`config.mk`:
```
export PLATFORM = sky130hd
export DESIGN_NAME = dual_gain_combiner
export DESIGN_NICKNAME = d
export VERILOG_FILES = /design/src/rtl/dgc_pkg.sv /design/src/rtl/dgc_mid_blend.sv /design/src/rtl/dgc_assemble.sv /design/src/rtl/dual_gain_combiner.sv
export SDC_FILE = /design/constraint.sdc
export NUM_CORES = 1
export LEC_CHECK = 0
export ABC_CLOCK_PERIOD_IN_PS = 6300
export BUFFER_PORTS_ARGS = -buffer_cell sky130_fd_sc_hd__buf_4
export CORE_MARGIN = 5
export CORE_UTILIZATION = 55
export CTS_BUF_LIST = sky130_fd_sc_hd__clkbuf_16
export DETAILED_ROUTE_END_ITERATION = 8
export PLACE_DENSITY_LB_ADDON = 0.15
export SLEW_MARGIN = 20
export SYNTH_ARGS = -nofsm -noshare
export SYNTH_HDL_FRONTEND = slang
export SYNTH_HIERARCHICAL = 1
export SYNTH_SLANG_ARGS = --single-unit
export TNS_END_PERCENT = 1
```
`constraint.sdc`:
```
create_clock -name clk -period 6.3 [get_ports clk]
set_input_delay 0.63 -clock clk [delete_from_list [all_inputs] [get_ports clk]]
set_output_delay 0.63 -clock clk [all_outputs]
set_load 0.02 [all_outputs]
```
`src/rtl/dgc_pkg.sv`:
```
package dgc_pkg;
    typedef enum logic {
        MODE_JOIN  = 1'b0,
        MODE_BLEND = 1'b1
    } dgc_mode_e;
endpackage

```
`src/rtl/dgc_mid_blend.sv`:
```
// Forms the corrected middle value from the two overlapping nibbles.
module dgc_mid_blend #(
    parameter int NIB_W = 4
) (
    input  logic [NIB_W-1:0]        b1_i,
    input  logic [NIB_W-1:0]        b2_i,
    output logic signed [NIB_W+2:0] mid_o
);
    localparam int SW    = NIB_W + 3;
    localparam int SPAN  = 1 << NIB_W;
    localparam int LO_TH = SPAN / 4;
    localparam int HI_TH = SPAN - SPAN / 4;
    localparam logic signed [SW-1:0] SPAN_S = SW'(SPAN);

    logic              up_wrap, dn_wrap;
    logic signed [SW-1:0] sum_s, half_s;

    always_comb begin
        up_wrap = (int'(b1_i) >= HI_TH) && (int'(b2_i) < LO_TH);
        dn_wrap = (int'(b1_i) < LO_TH) && (int'(b2_i) >= HI_TH);
        sum_s   = $signed({{(SW-NIB_W){1'b0}}, b1_i})
                + $signed({{(SW-NIB_W){1'b0}}, b2_i});
        if (up_wrap)
            sum_s = sum_s + SPAN_S;
        else if (dn_wrap)
            sum_s = sum_s - SPAN_S;
        // halve with truncation toward zero
        half_s = sum_s >>> 1;
        if (sum_s[SW-1] && sum_s[0])
            half_s = half_s + SW'(1);
        mid_o = half_s;
    end
endmodule

```
`src/rtl/dgc_assemble.sv`:
```
// Places top, middle and low parts and clamps to the output range.
module dgc_assemble #(
    parameter int NIB_W = 4
) (
    input  logic [NIB_W-1:0]        top_i,
    input  logic signed [NIB_W+2:0] mid_i,
    input  logic [NIB_W-1:0]        low_i,
    output logic [3*NIB_W-1:0]      val_o
);
    localparam int SW    = NIB_W + 3;
    localparam int OUT_W = 3 * NIB_W;
    localparam int AW    = OUT_W + 2;

    logic signed [AW-1:0] top_s, mid_s, low_s, acc_s;

    always_comb begin
        top_s = $signed({{(AW-NIB_W){1'b0}}, top_i}) <<< (2 * NIB_W);
        mid_s = $signed({{(AW-SW){mid_i[SW-1]}}, mid_i}) <<< NIB_W;
        low_s = $signed({{(AW-NIB_W){1'b0}}, low_i});
        acc_s = top_s + mid_s + low_s;
        if (acc_s[AW-1])
            val_o = '0;
        else if (|acc_s[AW-2:OUT_W])
            val_o = '1;
        else
            val_o = acc_s[OUT_W-1:0];
    end
endmodule

```
`src/rtl/dual_gain_combiner.sv`:
```
module dual_gain_combiner
    import dgc_pkg::*;
#(
    parameter int NIB_W = 4
) (
    input  logic                  clk,
    input  logic                  rst_n,
    input  logic                  in_valid,
    input  logic                  mode,
    input  logic [2*NIB_W-1:0]    lo_smp,
    input  logic [2*NIB_W-1:0]    hi_smp,
    output logic                  out_valid,
    output logic [3*NIB_W-1:0]    sample
);
    localparam int SMP_W = 2 * NIB_W;
    localparam int OUT_W = 3 * NIB_W;
    localparam int SW    = NIB_W + 3;

    typedef struct packed {
        logic             vld;
        logic [OUT_W-1:0] smp;
    } dgc_state_t;

    dgc_state_t st_d, st_q;
    dgc_mode_e  mode_e;

    logic [NIB_W-1:0]     top_nib, b1_nib, b2_nib, low_nib;
    logic signed [SW-1:0] mid_val;
    logic [OUT_W-1:0]     blend_val, join_val;

    assign mode_e  = dgc_mode_e'(mode);
    assign top_nib = lo_smp[SMP_W-1:NIB_W];
    assign b1_nib  = lo_smp[NIB_W-1:0];
    assign b2_nib  = hi_smp[SMP_W-1:NIB_W];
    assign low_nib = hi_smp[NIB_W-1:0];

    dgc_mid_blend #(.NIB_W(NIB_W)) u_mid (
        .b1_i  (b1_nib),
        .b2_i  (b2_nib),
        .mid_o (mid_val)
    );

    dgc_assemble #(.NIB_W(NIB_W)) u_asm (
        .top_i (top_nib),
        .mid_i (mid_val),
        .low_i (low_nib),
        .val_o (blend_val)
    );

    assign join_val = {top_nib, hi_smp};

    always_comb begin
        st_d     = st_q;
        st_d.vld = in_valid;
        if (in_valid)
            st_d.smp = (mode_e == MODE_BLEND) ? blend_val : join_val;
    end

    always_ff @(posedge clk) begin
        if (!rst_n)
            st_q <= '0;
        else
            st_q <= st_d;
    end

    assign out_valid = st_q.vld;
    assign sample    = st_q.smp;

    p_valid_follow_r2: assert property (@(posedge clk) disable iff (!rst_n)
        in_valid |=> out_valid);
    p_valid_drop_r2: assert property (@(posedge clk) disable iff (!rst_n)
        !in_valid |=> !out_valid);
    p_join_r3: assert property (@(posedge clk) disable iff (!rst_n)
        (in_valid && mode == 1'b0) |=>
            sample == $past({lo_smp[SMP_W-1:NIB_W], hi_smp}));
    p_low_nibble_r4: assert property (@(posedge clk) disable iff (!rst_n)
        (in_valid && mode == 1'b1 && lo_smp[SMP_W-1:NIB_W] != '0
         && lo_smp[SMP_W-1:NIB_W] != '1) |=>
            sample[NIB_W-1:0] == $past(hi_smp[NIB_W-1:0]));
    p_hold_r9: assert property (@(posedge clk) disable iff (!rst_n)
        !in_valid |=> $stable(sample));
endmodule

```
# After elaboration in Yosys (flattened, before gate mapping)
# Index checks and enable logic that the tools add are counted.
dict set report word_totals {
  ff_bits 13
  latchBits 0
  ramBits 0
  romBits 0
  output_inout_bits 13
  wordCells 21
  mem_count 0
}
dict set report op_classes {
  n_addsub 6
  mul 0
  n_div 0
  order_cmp 4
  eq_ne 0
  shift 0
  muxes 6
  bitwise 0
  n_reduce_logical 3
}
# operator count
set ops {}
lappend ops {{$mux 12} 3}
lappend ops {{$mux 7} 3}
lappend ops {{$add 13x11->14} 1}
lappend ops {{$add 14x5->14} 1}
lappend ops {{$ge 4x4->1 const B} 2}
lappend ops {{$lt 4x3->1 const B} 2}
lappend ops {{$add 6x2->7 const B} 1}
lappend ops {{$add 7x6->7 const B} 1}
lappend ops {{$sub 7x6->7 const B} 1}
lappend ops {{$add 4x4->5} 1}
lappend ops {{$logic_and 1x1->1} 3}

# Logic depth before layout (Yosys ltp)
dict set report logic_depth {
  word_depth 11
  mapped_depth 19
  ltp_nobuf 18
}

# Modules after synthesis
# The synthesis kept the hierarchy.
# module n_inst cells_per_inst area_each_um2 seq_area_each_um2
set modules_own_cells {}
lappend modules_own_cells {dual_gain_combiner 1 54 530.5 260.2}
lappend modules_own_cells {dgc_assemble 1 47 300.3 0.0}
lappend modules_own_cells {dgc_mid_blend 1 36 292.8 0.0}

# Least setup slack after synthesis
# No wires, ideal clock.
dict set report synth_path {
  kind {input port to flip-flop}
  start {input lo_smp[0]}
  end {register st_q, in the netlist sample[2]}
  setup_ns 0.132
  t_arrival_ns 3.644
  required_ns 6.168
  path_slack_ns 2.524
  cell_stages 19
  n_path_buf 1
  cell_sequence {ha_1 > fa_1 > a21o_2 > a21oi_1 > ha_1 > nor2b_1 > nand2_1 > nor3_1 > o22ai_1 > ha_1 > inv_1 > fa_1 > nand2b_1 > a21oi_2 > xnor2_1 > buf_6 > a21oi_1 > mux2i_1 > a21oi_1}
}
dict set report synth_between {
  elab_chain_cells 11
}
# element line
set synth_rtl {}
lappend synth_rtl {{start, declared} dual_gain_combiner.sv:10} ;# input logic [2*NIB_W-1:0] lo_smp,
lappend synth_rtl {{$add 4x4->5 / $lt 4x3->1 (equally long branches)} {dgc_mid_blend.sv:22, dgc_mid_blend.sv:20}}
lappend synth_rtl {{$sub 7x6->7 / $logic_and 1x1->1 (equally long branches)} {dgc_mid_blend.sv:26, dgc_mid_blend.sv:20}}
lappend synth_rtl {{$mux 7} dgc_mid_blend.sv:25} ;# else if (dn_wrap)
lappend synth_rtl {{$mux 7 *} dgc_mid_blend.sv:23} ;# if (up_wrap)
lappend synth_rtl {{$add 6x2->7 / $logic_and 1x1->1 (equally long branches)} {dgc_mid_blend.sv:30, dgc_mid_blend.sv:29}}
lappend synth_rtl {{$mux 7 *} dgc_mid_blend.sv:29} ;# if (sum_s[SW-1] && sum_s[0])
lappend synth_rtl {{net mid_val[4]} dual_gain_combiner.sv:28} ;# logic signed [SW-1:0] mid_val;
lappend synth_rtl {{$add 13x11->14 *} dgc_assemble.sv:20} ;# acc_s = top_s + mid_s + low_s;
lappend synth_rtl {{$add 14x5->14 *} dgc_assemble.sv:20}
lappend synth_rtl {{$mux 12} dgc_assemble.sv:23} ;# else if (|acc_s[AW-2:OUT_W])
lappend synth_rtl {{$mux 12 *} dgc_assemble.sv:21} ;# if (acc_s[AW-1])
lappend synth_rtl {{net blend_val[2]} dual_gain_combiner.sv:29} ;# logic [OUT_W-1:0] blend_val, join_val;
lappend synth_rtl {{$mux 12 *} dual_gain_combiner.sv:56} ;# st_d.smp = (mode_e == MODE_BLEND) ? blend_val : join_val;
lappend synth_rtl {{end signal, assigned} dual_gain_combiner.sv:63} ;# st_q <= st_d;
lappend synth_rtl {{end, declared} dual_gain_combiner.sv:24} ;# dgc_state_t st_d, st_q;
# Mark *: on every way through the listed nets, which the timed path passes. The rest lies on a longest branch.
# A chain may end at the register's enable or synchronous reset.

# Final worst setup path
dict set report layout_path {
  start {input lo_smp[0]}
  end {register st_q, in the netlist sample[3]}
}
# The elaborated chain is that of the path after synthesis.

==> results.md <==
* Multi-input logic area at 764 sq um
* Routed WL per cell at 13.2 um
* Routed wire length at 2560 um
* M1 WL at 1050 um
* 1st-iter DRT viols at 14
* Full die area at 3050 sq um
* Worst-case clock skew at 0 ns
* Maxcap violations at 0
* PwrDens at 211 nW/um^2
* Setup-failing EPs final at 0
* Non-filler cells, final at 194
* Core Area at 1960 sq um
* WL met2 at 1320 um
* Placed Instances at 190
* Antenna diodes at 0
* Max-slew headroom at 41.3%
* Peak Freq at 0.225 GHz
* FF+latch count, synth at 13
* Rows at 16
* Slowest Stage Delay on Critical Path at 0.69 ns
* Clock sinks at 13
* Vias in the first global route at 1042
* Vias per cell at 5.48
* PortBufs at 32
* Final hold vios at 0
* CTS Buf Count at 3
* Leading area contributor after synthesis: dfxtp_1
* Initial antenna violation count at 0
* Final Cycle Share at 70.5%
* Final Net Count at 201
* Initial core utilization at 57.3%
* Met3 WL at 136 um
* Async SR Flop Fraction at 0%
* Top sig layer: met4
* Vias at 1064
* First-pass GRT wire length at 4320 um
* FF+latch area at 260 sq um
* Clock Tree Buf Depth at 2
* Proportion of synthesized chip area in sequential cells at 23.2%
* RSZ-0062 raised after global routing: no
* CTS HTree Levels at 1
* CP max-delay cell: xnor2_1
* Mean Syn Cell Area at 8.20 sq um
* Number of top-level pins at 33
* Worst-path clk slew at 0.04 ns
* Grt total ovfl at 0
* Post-cts hold buffer count at 0
* Number of fill cells at 166
* Total negative slack at 0 ns
* Setup CP Type: in2reg
* Routability cong. at 0.806
* Total global-route track usage at 17.2%
* Post-synth EDFFs at 0
* Final Max Slew Viols at 0
* Die Height at 55.2 um
* Syn Nets at 170
* Top post-synthesis cells by area: dfxtp_1 (23%), a21oi_1 (13%), ha_1 (12%)
* CTS tree: yes
* TritonRoute pass-1 iters at 4
* # Post-CTS Setup Buffers at 0
* Area growth, synth to finish at 27.7%
* CP Max Fanout at 12
* Die W at 55.2 um
* Antenna Nets Post-Route at 0
* HPWL after DPL at 2070 um
* CP Data Required Time at 6.42 ns
* Leakage Power at 0.000704 uW
* Tmin final at 4.44 ns
* Later-pin clock latency in the skew report at 0.24 ns
* Startpoint Class: input port
* Synth warn at 6
* Post-synth top flop: dfxtp_1
* Mapped Area at 1120 sq um
* Worst vdd ir at 209 uV
* Root Driver: clkbuf_16
* CP Data Arrival Time at 4.56 ns
* Synth Instances at 137
* Top cell type's share of synthesized area at 23.2%
* CP Capture Type: register
* DRC errors left at 0
* Hold Path Class: reg2reg
* Worst-margin pin slew at 0.875 ns
* Cts repair resizes at 0
* Largest net degree at the start of global routing at 26
* Share of cells above drive strength 1 at 25.1%
* Post-synth cell types at 33
* Status: completed
* CP cell instances: buf_4 -> ha_1 -> fa_1 -> a21o_2 -> a21oi_1 -> ha_1 -> nor2b_1 -> nand2_1 -> nor3_1 -> nor2_1 -> ha_1 -> nor2b_1 -> a21oi_2 -> xnor2_1 -> a21oi_1 -> mux2i_1 -> a21oi_1
-- area by class of cell --
cell class / count / area share [%]
flip-flops and latches: 13 / 18.1
inverters: 15 / 3.92
clock inverters: 1 / 0.349
repair buffers: 32 / 16.7
clock buffers: 3 / 5.23
well taps: 27 / 2.35
multi-input cells: 103 / 53.3
-- flip-flops by register name, indices dropped and copies added, names as in the netlist --
register	count
sample	12
out_valid	1
-- metrics by stage --
| step | hold WS (ns) | power [uW] | instance area [sq um] | setup slack, ns | utilization, % |
|---|---|---|---|---|---|
| 6_report | 0.520 | 303 | 1440 | 1.86 | 73.2 |
| 5_1_grt | 0.543 | 320 | 1440 | 1.52 | 73.2 |
| 4_1_cts | 0.525 | 305 | 1440 | 1.93 | 73.2 |
| 3_5_place_dp | 0.514 | 186 | 1360 | 1.69 | 69.1 |
| 3_3_place_gp | 0.508 | 183 | 1360 | 1.82 | 69.1 |
| 2_1_floorplan | 0.592 | 154 | 1120 | 2.52 | - |
-- synthesized netlist by cell type, types with 2 or more instances --
cell type	count
a21oi_1	29
inv_1	15
dfxtp_1	13
mux2i_1	12
o21ai_0	12
ha_1	11
nand2_1	6
xor2_1	4
nor2_1	3
xnor2_1	3
buf_6	2
clkbuf_1	2
fa_1	2
nand3_1	2
nor2b_1	2
nor3_1	2
-- routing by layer --
metal / vias to the layer above / global-route usage (%)
li1: 541 / -
met1: 491 / 17.8
met2: 25 / 31.1
met3: 7 / 6.06
met4: 0 / 6.94
met5: - / 0
-- worst paths after layout --
| path | from | end | slack [ns] | cells past startpoint |
|---|---|---|---|---|
| worst max-delay path | lo_smp[0] | sample[3] | 1.86 | 17 |
| worst min register to register | sample[5] | sample[5] | 0.52 | 2 |
| worst max register to register | sample[11] | sample[11] | 5.65 | 2 |
| worst min-delay path | sample[5] | sample[5] | 0.52 | 2 |
-- power by group --
group          internal [uW]  switching (uW)  total, uW
logic                   42.3            49.5       91.8
clock network           84.3            34.7        119
registers               89.3            2.94       92.2
total                    216            87.1        303
-- layout by cell type, fill, tap and decap left out, types with 3 or more instances in the layout --
master,Yosys,routed
ha_1,11,11
dfxtp_1,13,13
clkbuf_16,0,3
inv_1,15,15
nand2_1,6,6
o21ai_0,12,12
a21oi_1,29,29
xor2_1,4,4
nor2_1,3,3
buf_4,1,32
xnor2_1,3,3
mux2i_1,12,12
-- worst max-delay path: cells and delay by family --
kind / cells / cell delay (ns)
fa+ha+maj: 4 / 1.30
simple gates: 5 / 0.83
compound gates: 5 / 0.80
xor+xnor: 1 / 0.69
mux: 1 / 0.21
buf+inv: 1 / 0.11
-- kinds of logic after synthesis --
logic type / count (synthesis) / synth area share [%]
flip-flops: 13 / 23.2
AND/OR/NAND/NOR: 21 / 10.7
buffers and inverters: 21 / 8.80
XOR/XNOR: 8 / 6.90
AO/OA/AOI/OAI: 48 / 22.9
multiplexers: 13 / 11.7
adder cells (fa/ha/maj): 13 / 15.8
Note: power is estimated with default switching activity, not from simulation.
